$ cat config.mk
export PLATFORM = sky130hd
export DESIGN_NAME = aud_clkgen
export DESIGN_NICKNAME = d
export VERILOG_FILES = /design/src/rtl/aud_clkgen_pkg.sv /design/src/rtl/aud_clkgen_cfg.sv /design/src/rtl/aud_clkgen_fsm.sv /design/src/rtl/aud_clkgen_div.sv /design/src/rtl/aud_clkgen.sv
export SDC_FILE = /design/constraint.sdc
export NUM_CORES = 1
export LEC_CHECK = 0
export BUFFER_PORTS_ARGS = -buffer_cell sky130_fd_sc_hd__buf_2
export CAP_MARGIN = 30
export CORE_MARGIN = 2
export CORE_UTILIZATION = 55
export DETAILED_ROUTE_END_ITERATION = 10
export HOLD_SLACK_MARGIN = 0.06
export PLACE_DENSITY = 0.71
export SLEW_MARGIN = 20
export SYNTH_ARGS = -nofsm -noshare
export SYNTH_HDL_FRONTEND = slang
export SYNTH_SLANG_ARGS = --single-unit
$ cat constraint.sdc
create_clock -name clk -period 6.56 [get_ports clk]
set_clock_uncertainty 0.05 [all_clocks]
set_input_delay 1.312 -clock clk [delete_from_list [all_inputs] [get_ports clk]]
set_output_delay 1.312 -clock clk [all_outputs]
set_load 0.02 [all_outputs]
$ cat src/rtl/aud_clkgen_pkg.sv
package aud_clkgen_pkg;

    // Generator control states
    typedef enum logic [1:0] {
        ST_IDLE  = 2'd0,
        ST_RUN   = 2'd1,
        ST_DRAIN = 2'd2
    } gen_state_e;

endpackage

$ cat src/rtl/aud_clkgen_cfg.sv
// Decodes the divider inputs into periods and a usability flag.
module aud_clkgen_cfg #(
    parameter int DIV_W = 6,
    parameter int RAT_W = 6,
    parameter int PER_W = DIV_W + RAT_W
) (
    input  logic             mck_out_i,
    input  logic [DIV_W-1:0] div_i,
    input  logic [RAT_W-1:0] ratio_i,
    output logic             bad_o,
    output logic [DIV_W:0]   mck_per_o,
    output logic [PER_W-1:0] bit_per_o
);
    localparam logic [DIV_W:0]   DIV_ONE = {{DIV_W{1'b0}}, 1'b1};
    localparam logic [RAT_W-1:0] RAT_ONE = {{(RAT_W-1){1'b0}}, 1'b1};

    logic [RAT_W-1:0] mck_per_bit;

    always_comb begin
        mck_per_o   = {1'b0, div_i} + DIV_ONE;
        // (ratio+1)/2 for an odd ratio
        mck_per_bit = (ratio_i >> 1) + RAT_ONE;
        bad_o       = (div_i == '0) || (mck_out_i && !ratio_i[0]);
        if (mck_out_i) begin
            bit_per_o = PER_W'(mck_per_bit) * PER_W'(mck_per_o);
        end else begin
            bit_per_o = PER_W'(mck_per_o);
        end
    end

endmodule

$ cat src/rtl/aud_clkgen_fsm.sv
// Start/stop control with frame-aligned stop.
module aud_clkgen_fsm
    import aud_clkgen_pkg::*;
(
    input  logic clk,
    input  logic rst_n,
    input  logic start_i,
    input  logic stop_i,
    input  logic master_i,
    input  logic cfg_bad_i,
    input  logic frame_end_i,
    output logic load_o,
    output logic active_o,
    output logic act_next_o
);
    gen_state_e state_q, state_d;

    // Next-state logic
    always_comb begin
        state_d = state_q;
        unique case (state_q)
            ST_IDLE: begin
                // START
                if (start_i && !stop_i && master_i && !cfg_bad_i) begin
                    state_d = ST_RUN;
                end
            end
            ST_RUN: begin
                // STOP_NOW or STOP_REQ
                if (stop_i) begin
                    state_d = frame_end_i ? ST_IDLE : ST_DRAIN;
                end
            end
            ST_DRAIN: begin
                // RESUME has priority over FRAME_DONE
                if (start_i && !stop_i) begin
                    state_d = ST_RUN;
                end else if (frame_end_i) begin
                    state_d = ST_IDLE;
                end
            end
            default: state_d = ST_IDLE;
        endcase
    end

    // State register
    always_ff @(posedge clk or negedge rst_n) begin
        if (!rst_n) begin
            state_q <= ST_IDLE;
        end else begin
            state_q <= state_d;
        end
    end

    // Outputs
    always_comb begin
        load_o     = (state_q == ST_IDLE) && (state_d == ST_RUN);
        active_o   = (state_q != ST_IDLE);
        act_next_o = (state_d != ST_IDLE);
    end

endmodule

$ cat src/rtl/aud_clkgen_div.sv
// Counter chain: master-clock phase, bit phase and bit index in frame.
module aud_clkgen_div #(
    parameter int DIV_W     = 6,
    parameter int PER_W     = 12,
    parameter int SLOT_BITS = 32
) (
    input  logic             clk,
    input  logic             rst_n,
    input  logic             load_i,
    input  logic             cont_i,
    input  logic             act_next_i,
    input  logic             mck_out_i,
    input  logic [DIV_W:0]   mck_per_i,
    input  logic [PER_W-1:0] bit_per_i,
    output logic             frame_end_o,
    output logic             mclk_o,
    output logic             bclk_o,
    output logic             lrclk_o
);
    localparam int FRAME_BITS = 2 * SLOT_BITS;
    localparam int BIT_CW     = $clog2(FRAME_BITS);
    localparam logic [BIT_CW-1:0] LAST_BIT  = BIT_CW'(FRAME_BITS - 1);
    localparam logic [BIT_CW-1:0] SLOT2_BIT = BIT_CW'(SLOT_BITS);
    localparam logic [BIT_CW-1:0] BIT_ONE   = {{(BIT_CW-1){1'b0}}, 1'b1};
    localparam logic [DIV_W:0]    MCK_ONE   = {{DIV_W{1'b0}}, 1'b1};
    localparam logic [PER_W-1:0]  PER_ONE   = {{(PER_W-1){1'b0}}, 1'b1};

    // Settings latched at START
    logic             mode_q;
    logic [DIV_W:0]   mper_q;
    logic [PER_W-1:0] bper_q;

    logic [DIV_W:0]    mck_q, mck_d;
    logic [PER_W-1:0]  ph_q, ph_d;
    logic [BIT_CW-1:0] bit_q, bit_d;
    logic              ph_wrap;
    logic              gen;

    always_comb begin
        ph_wrap     = (ph_q == bper_q - PER_ONE);
        frame_end_o = cont_i && ph_wrap && (bit_q == LAST_BIT);
        gen         = act_next_i && cont_i;
        mck_d       = '0;
        ph_d        = '0;
        bit_d       = '0;
        if (gen) begin
            mck_d = (mck_q == mper_q - MCK_ONE) ? '0 : mck_q + MCK_ONE;
            if (ph_wrap) begin
                ph_d  = '0;
                bit_d = (bit_q == LAST_BIT) ? '0 : bit_q + BIT_ONE;
            end else begin
                ph_d  = ph_q + PER_ONE;
                bit_d = bit_q;
            end
        end
    end

    always_ff @(posedge clk or negedge rst_n) begin
        if (!rst_n) begin
            mode_q <= 1'b0;
            mper_q <= '0;
            bper_q <= '0;
        end else if (load_i) begin
            mode_q <= mck_out_i;
            mper_q <= mck_per_i;
            bper_q <= bit_per_i;
        end
    end

    always_ff @(posedge clk or negedge rst_n) begin
        if (!rst_n) begin
            mck_q   <= '0;
            ph_q    <= '0;
            bit_q   <= '0;
            mclk_o  <= 1'b0;
            bclk_o  <= 1'b0;
            lrclk_o <= 1'b0;
        end else begin
            mck_q   <= mck_d;
            ph_q    <= ph_d;
            bit_q   <= bit_d;
            mclk_o  <= gen && mode_q && (mck_d >= (mper_q >> 1));
            bclk_o  <= gen && (ph_d >= (bper_q >> 1));
            lrclk_o <= gen && (bit_d >= SLOT2_BIT);
        end
    end

endmodule

$ cat src/rtl/aud_clkgen.sv
// Audio master/bit/frame clock generator, top level.
module aud_clkgen #(
    parameter int DIV_W     = 6,
    parameter int RAT_W     = 6,
    parameter int SLOT_BITS = 32
) (
    input  logic             clk,
    input  logic             rst_n,
    input  logic             master_i,
    input  logic             mck_out_i,
    input  logic [DIV_W-1:0] mck_div_i,
    input  logic [RAT_W-1:0] fs_ratio_i,
    input  logic             ck_start_i,
    input  logic             ck_stop_i,
    output logic             mclk_o,
    output logic             bclk_o,
    output logic             lrclk_o,
    output logic             gen_active_o,
    output logic             cfg_bad_o
);
    localparam int PER_W = DIV_W + RAT_W;

    logic [DIV_W:0]   mck_per;
    logic [PER_W-1:0] bit_per;
    logic             load, act_next, frame_end;

    aud_clkgen_cfg #(.DIV_W(DIV_W), .RAT_W(RAT_W), .PER_W(PER_W)) u_cfg (
        .mck_out_i (mck_out_i),
        .div_i     (mck_div_i),
        .ratio_i   (fs_ratio_i),
        .bad_o     (cfg_bad_o),
        .mck_per_o (mck_per),
        .bit_per_o (bit_per)
    );

    aud_clkgen_fsm u_fsm (
        .clk         (clk),
        .rst_n       (rst_n),
        .start_i     (ck_start_i),
        .stop_i      (ck_stop_i),
        .master_i    (master_i),
        .cfg_bad_i   (cfg_bad_o),
        .frame_end_i (frame_end),
        .load_o      (load),
        .active_o    (gen_active_o),
        .act_next_o  (act_next)
    );

    aud_clkgen_div #(.DIV_W(DIV_W), .PER_W(PER_W), .SLOT_BITS(SLOT_BITS)) u_div (
        .clk         (clk),
        .rst_n       (rst_n),
        .load_i      (load),
        .cont_i      (gen_active_o),
        .act_next_i  (act_next),
        .mck_out_i   (mck_out_i),
        .mck_per_i   (mck_per),
        .bit_per_i   (bit_per),
        .frame_end_o (frame_end),
        .mclk_o      (mclk_o),
        .bclk_o      (bclk_o),
        .lrclk_o     (lrclk_o)
    );

endmodule

### Word level (Yosys, flattened, before mapping)

Index checks and enable logic that the tools add are counted.
W data, S select, Z words.

* flip-flop bits (word level): 50
* output and inout port bits: 5
* word-level logic and storage cells: 61

* $add $sub $neg: 7
* multiply operators: 1
* $lt $le $gt $ge: 3
* equal/unequal tests: 6
* mux-type cells: 14
* reduce and logical (&&, ||, !) cells: 20

Operators with widths (number)
* $mux W12: 3
* $mux W6: 3
* $mux W7: 2
* $add A12 B1 Y12 const B: 1
* $eq A12 B12 Y1: 1
* $ge A12 B11 Y1: 1
* $logic_and A1 B1 Y1: 12
* $mul A6 B7 Y12: 1
* $sub A12 B1 Y12 const B: 1
* $mux W2: 5
* $add A6 B1 Y7 const B: 1
* $add A7 B1 Y7 const B: 1
* $eq A7 B7 Y1: 1
* $ge A7 B6 Y1: 1
* $sub A7 B1 Y7 const B: 1
* $add A5 B1 Y6 const B: 1
* $add A6 B1 Y6 const B: 1
* $eq A6 B6 Y1 const B: 1
* $ge A6 B6 Y1 const B: 1
* $logic_not A6 Y1: 1
* $pmux W2 S3: 1
* $eq A2 B1 Y1 const B: 2
* $reduce_bool A2 Y1: 2
* $logic_not A1 Y1: 3
* other kinds (3): 3

### Depth between registers and ports, before layout

* depth in word-level cells: 12
* gate-level depth with buffers: 18
* gate-level depth less buffers: 18

### By module

Synthesis repeated with hierarchy kept, for this count alone.

* cells, all modules: 539
* area, all modules: 4707.0 sq um

Modules (own cells, without submodules)
* aud_clkgen_div: instances 1, cells each 336, area an instance 3027.9 sq um, seq. area each 1201.2 sq um
* aud_clkgen_cfg: instances 1, cells each 188, area an instance 1527.7 sq um, seq. area each 0.0 sq um
* aud_clkgen_fsm: instances 1, cells each 15, area an instance 151.4 sq um, seq. area each 50.0 sq um

### Least setup slack after synthesis

OpenSTA, ideal clock, no wires.

* path type: input port to flip-flop
* from: input mck_div_i[0]
* to: register u_div.bper_q[11]
* library setup time: 0.128 ns
* arrival time: 5.001 ns
* setup slack: 1.382 ns
* cell stages on the path: 16
* path through: ha_1 > nand3_1 > xnor2_1 > and2_1 > fa_1 > inv_1 > fa_1 > fa_1 > inv_1 > ha_1 > a21o_1 > a21oi_1 > o21ai_0 > o41ai_1 > xnor2_1 > o22ai_1

* longest elaborated chain between the ends: 8

Ends and longest elaborated chain
* start: declaration: line aud_clkgen.sv:11 `input logic [DIV_W-1:0] mck_div_i,`
* parallel branches: the longest is 8 deep, another holds $mul A6 B7 Y12
* end signal: assignment: line aud_clkgen_div.sv:66 `bper_q <= bit_per_i;`
* end: declaration: line aud_clkgen_div.sv:31 `logic [PER_W-1:0] bper_q;`

Several ways; the timed one is not identified.
A chain may end at the register's enable or synchronous reset.

### Worst setup path after layout

Same ends and word-level chain as after synthesis.

==> out/results.ini <==
[critical_path]
rr_worst_depth=17
cp.required_ps=6720
cp_max_fo=8
crit_type=in2reg
startpoint_type=input pin
cp-end-kind=flip-flop
cp_data_arrival_time_ps=5620

[routing]
wl_mm=9.46
drc_errors=0
first_pass_iters=4
vias=3494
wl_per_cell_um=14.8
via_per_inst=5.45
first_iter_violations=110
ant_nets=0

[cells_and_area]
multi_input_area_sq_mm=0.00302
syn2layout_area_growth_pct=7.89
fill_cells=738
drive_gt1_share_pct=9.70
seq_area_sq_mm=0.00125
nNetsFinal=618
n_antenna_cell=0

[power]
p_int_uw=765
combPwrFrac_pct=49.0
ir_worst_vdd_mv=0.117
switching_share_pct=41.7
p_seq_share_pct=33.3
total_leakage_power_nw=2.35
p_sw_uw=548
p_clk_share_pct=17.7
power.density_mw_per_mm2=270

[sta]
slew_viol_final=0
fin_tns_setup_ps=0
min_period_over_period_pct=83.2
holdWs_ps=450
tightest_slew_ps=681
min_period_ps=5460
max_freq_mhz=183
setup_viol=0
slew-limit-headroom_pct=54.3
rsz0062_at_grt=false
hold_violations=0

[min_path]
hp-class=reg2reg
min_delay_path_depth=2

[clock_tree]
hold_buffers=0
clk_latency_ps=320
cts.sinks=50
clk_pin_slew_worst_paths_ps=110
postCtsSetupBuffers=0
root_buffer=clkbuf_8
cts-htree-levels=2
cts_buffers=5
cts_tree=yes
clk_path_buf_depth=2
post_cts_resized=0

[synth]
yosysSeqAreaShare_pct=27.8
syn-num-nets=594
synth-main-ff-cell=dfrtp_1
synth_cell_type_count=54
ys_async_sr_fraction_pct=100
yosysWarnings=0
syn-cell-area_sq_mm=0.00450
ys_ff_latch=50
postSynthCellCount=511
syn_avg_cell_area_sq_um=8.81
synth-edff-count=0

[floorplan]
fp.dieH_um=94.5
die_w_um=94.5
ios=23
num_rows=33
core_sq_mm=0.00809
start_util_pct=55.6
dieArea_sq_mm=0.00893

[global_route]
grt_pass1_wl_mm=16.5
track_usage_pct=23.2
overflow=0
grt_pass1_vias=3503
grt_start_max_net_pins=51
antenna_found_initial=0

[placed_design]
dp_hpwl_mm=7.54
port_buffers=22
gp_congestion=0.942

[job]
cap_violations=0

[outcome]
outcome=finished, final reports clean

[registers in the layout, indices dropped and copies added, names as in the netlist]
register,cells
u_div.mck_q,7
u_div.bclk_o,1
u_div.mclk_o,1
u_div.ph_q,12
u_div.bit_q,6
u_div.lrclk_o,1
u_div.bper_q,12
u_div.mper_q,7
u_fsm.state_q,2
u_div.mode_q,1
[cell families (layout without fill, tap and decap cells)]
group	count (synthesis)	in the layout	synth area share, %
AND/OR/NAND/NOR	190	190	21.2
AO/OA/AOI/OAI	74	74	10.9
adder cells (fa/ha/maj)	65	65	21.4
multiplexers	4	4	0.889
buffers and inverters	63	88	5.25
flip-flops	50	50	27.8
XOR/XNOR	65	65	12.6
[power groups by stage]
| stage | logic (mW) | clock network [mW] | registers, mW |
|---|---|---|---|
| 6_report | 0.643 | 0.233 | 0.437 |
| 2_1_floorplan | 0.522 | 0 | 0.419 |
| 4_1_cts | 0.646 | 0.239 | 0.438 |
| 3_3_place_gp | 0.627 | 0 | 0.441 |
| 3_5_place_dp | 0.642 | 0 | 0.445 |
| 5_1_grt | 0.733 | 0.254 | 0.450 |
[metal layers]
metal  part of all wire [%]  track usage (%)  vias to the layer above  routed length [um]
met3                    2.1             3.03                       13                 203
met4                    1.6             6.76                        0                 154
li1                       -                -                     1766                   -
met5                      0                0                        -                   0
met1                     48             31.5                     1664                4510
met2                     49             38.9                       51                4590
[critical path: stages]
cell	delay [ps]
buf_2	150
ha_1	260
nand3_1	110
xnor2_1	560
nand2b_1	150
fa_1	500
inv_1	40
ha_1	270
inv_1	50
fa_1	520
inv_1	70
fa_1	460
a21o_1	200
a21oi_1	210
o21ai_0	160
o41ai_1	340
xnor2_1	170
o22ai_1	80
[placed cells by master, fill, tap and decap left out, types with 3 or more instances in the layout]
cell      count
a211oi_1      3
a21o_1        4
a21oi_1      21
a31o_2        3
and2_1        8
and3_1        6
buf_2        22
clkbuf_8      5
dfrtp_1      50
fa_1         20
ha_1         45
inv_1        55
mux2i_1       4
nand2_1      52
nand2b_1      7
nand3_1      17
nand4_1       3
nor2_1       51
nor2b_1       5
nor3_1       15
nor4_1        3
o21a_1        3
o21ai_0      18
o22ai_1       4
o31ai_1       5
or2_2         4
xnor2_1      41
xor2_1       24
[metrics by stage]
| stage | cell area [sq um] | setup slack [ps] | std cells | utilization [%] | total power [mW] |
|---|---|---|---|---|---|
| 2_1_floorplan | 4500 | 1380 | 511 | - | 0.941 |
| 3_3_place_gp | 4730 | 901 | 632 | 58.4 | 1.07 |
| 3_5_place_dp | 4730 | 771 | 632 | 58.4 | 1.09 |
| 4_1_cts | 4850 | 1110 | 640 | 59.9 | 1.32 |
| 5_1_grt | 4860 | 605 | 641 | 60.0 | 1.44 |
| 6_report | 4860 | 1100 | 641 | 60.0 | 1.31 |
[final cells by class]
type	instances	share of cell area, %
clock inverters	3	1.00
clock buffers	5	1.42
well taps	105	2.70
flip-flops and latches	50	25.8
multi-input cells	398	62.1
inverters	55	4.25
repair buffers	25	2.81
[final timing paths]
kind                            startpoint                to  slack, ps
max                           mck_div_i[0]  u_div.bper_q[11]       1100
min                           u_div.mode_q      u_div.mode_q        450
max reg2reg                u_div.bper_q[1]      u_div.bclk_o       1920
min reg2reg                   u_div.mode_q      u_div.mode_q        450
max in group asynchronous            rst_n   u_div.bper_q[4]       4990
min in group asynchronous            rst_n     u_div.ph_q[3]       1020
[cell usage after synthesis, types with 2 or more instances]
library cell  number  area, sq um
or2_2              4         25.0
and2_1             8         50.1
a2bb2oi_1          2         17.5
xnor2_1           41          359
o31ai_1            5         37.5
nand2b_1           7         43.8
o21ai_0           18         90.1
or4_1              2         15.0
nand2_1           52          195
a21oi_1           21          105
and3_1             6         37.5
nor3_1            15         75.1
fa_1              20          400
o41ai_1            2         17.5
ha_1              45          563
o22ai_1            4         25.0
a21o_1             4         30.0
nand4_1            3         18.8
a31o_2             3         26.3
nor2_1            51          191
clkbuf_1           8         30.0
nor4_1             3         18.8
or3_1              2         12.5
xor2_1            24          210
inv_1             55          206
a211oi_1           3         22.5
nor3_2             2         20.0
nand3_1           17         85.1
o21a_1             3         22.5
mux2i_1            4         40.0
dfrtp_1           50         1250
nor2b_1            5         31.3
(Power assumes the default switching activity.)
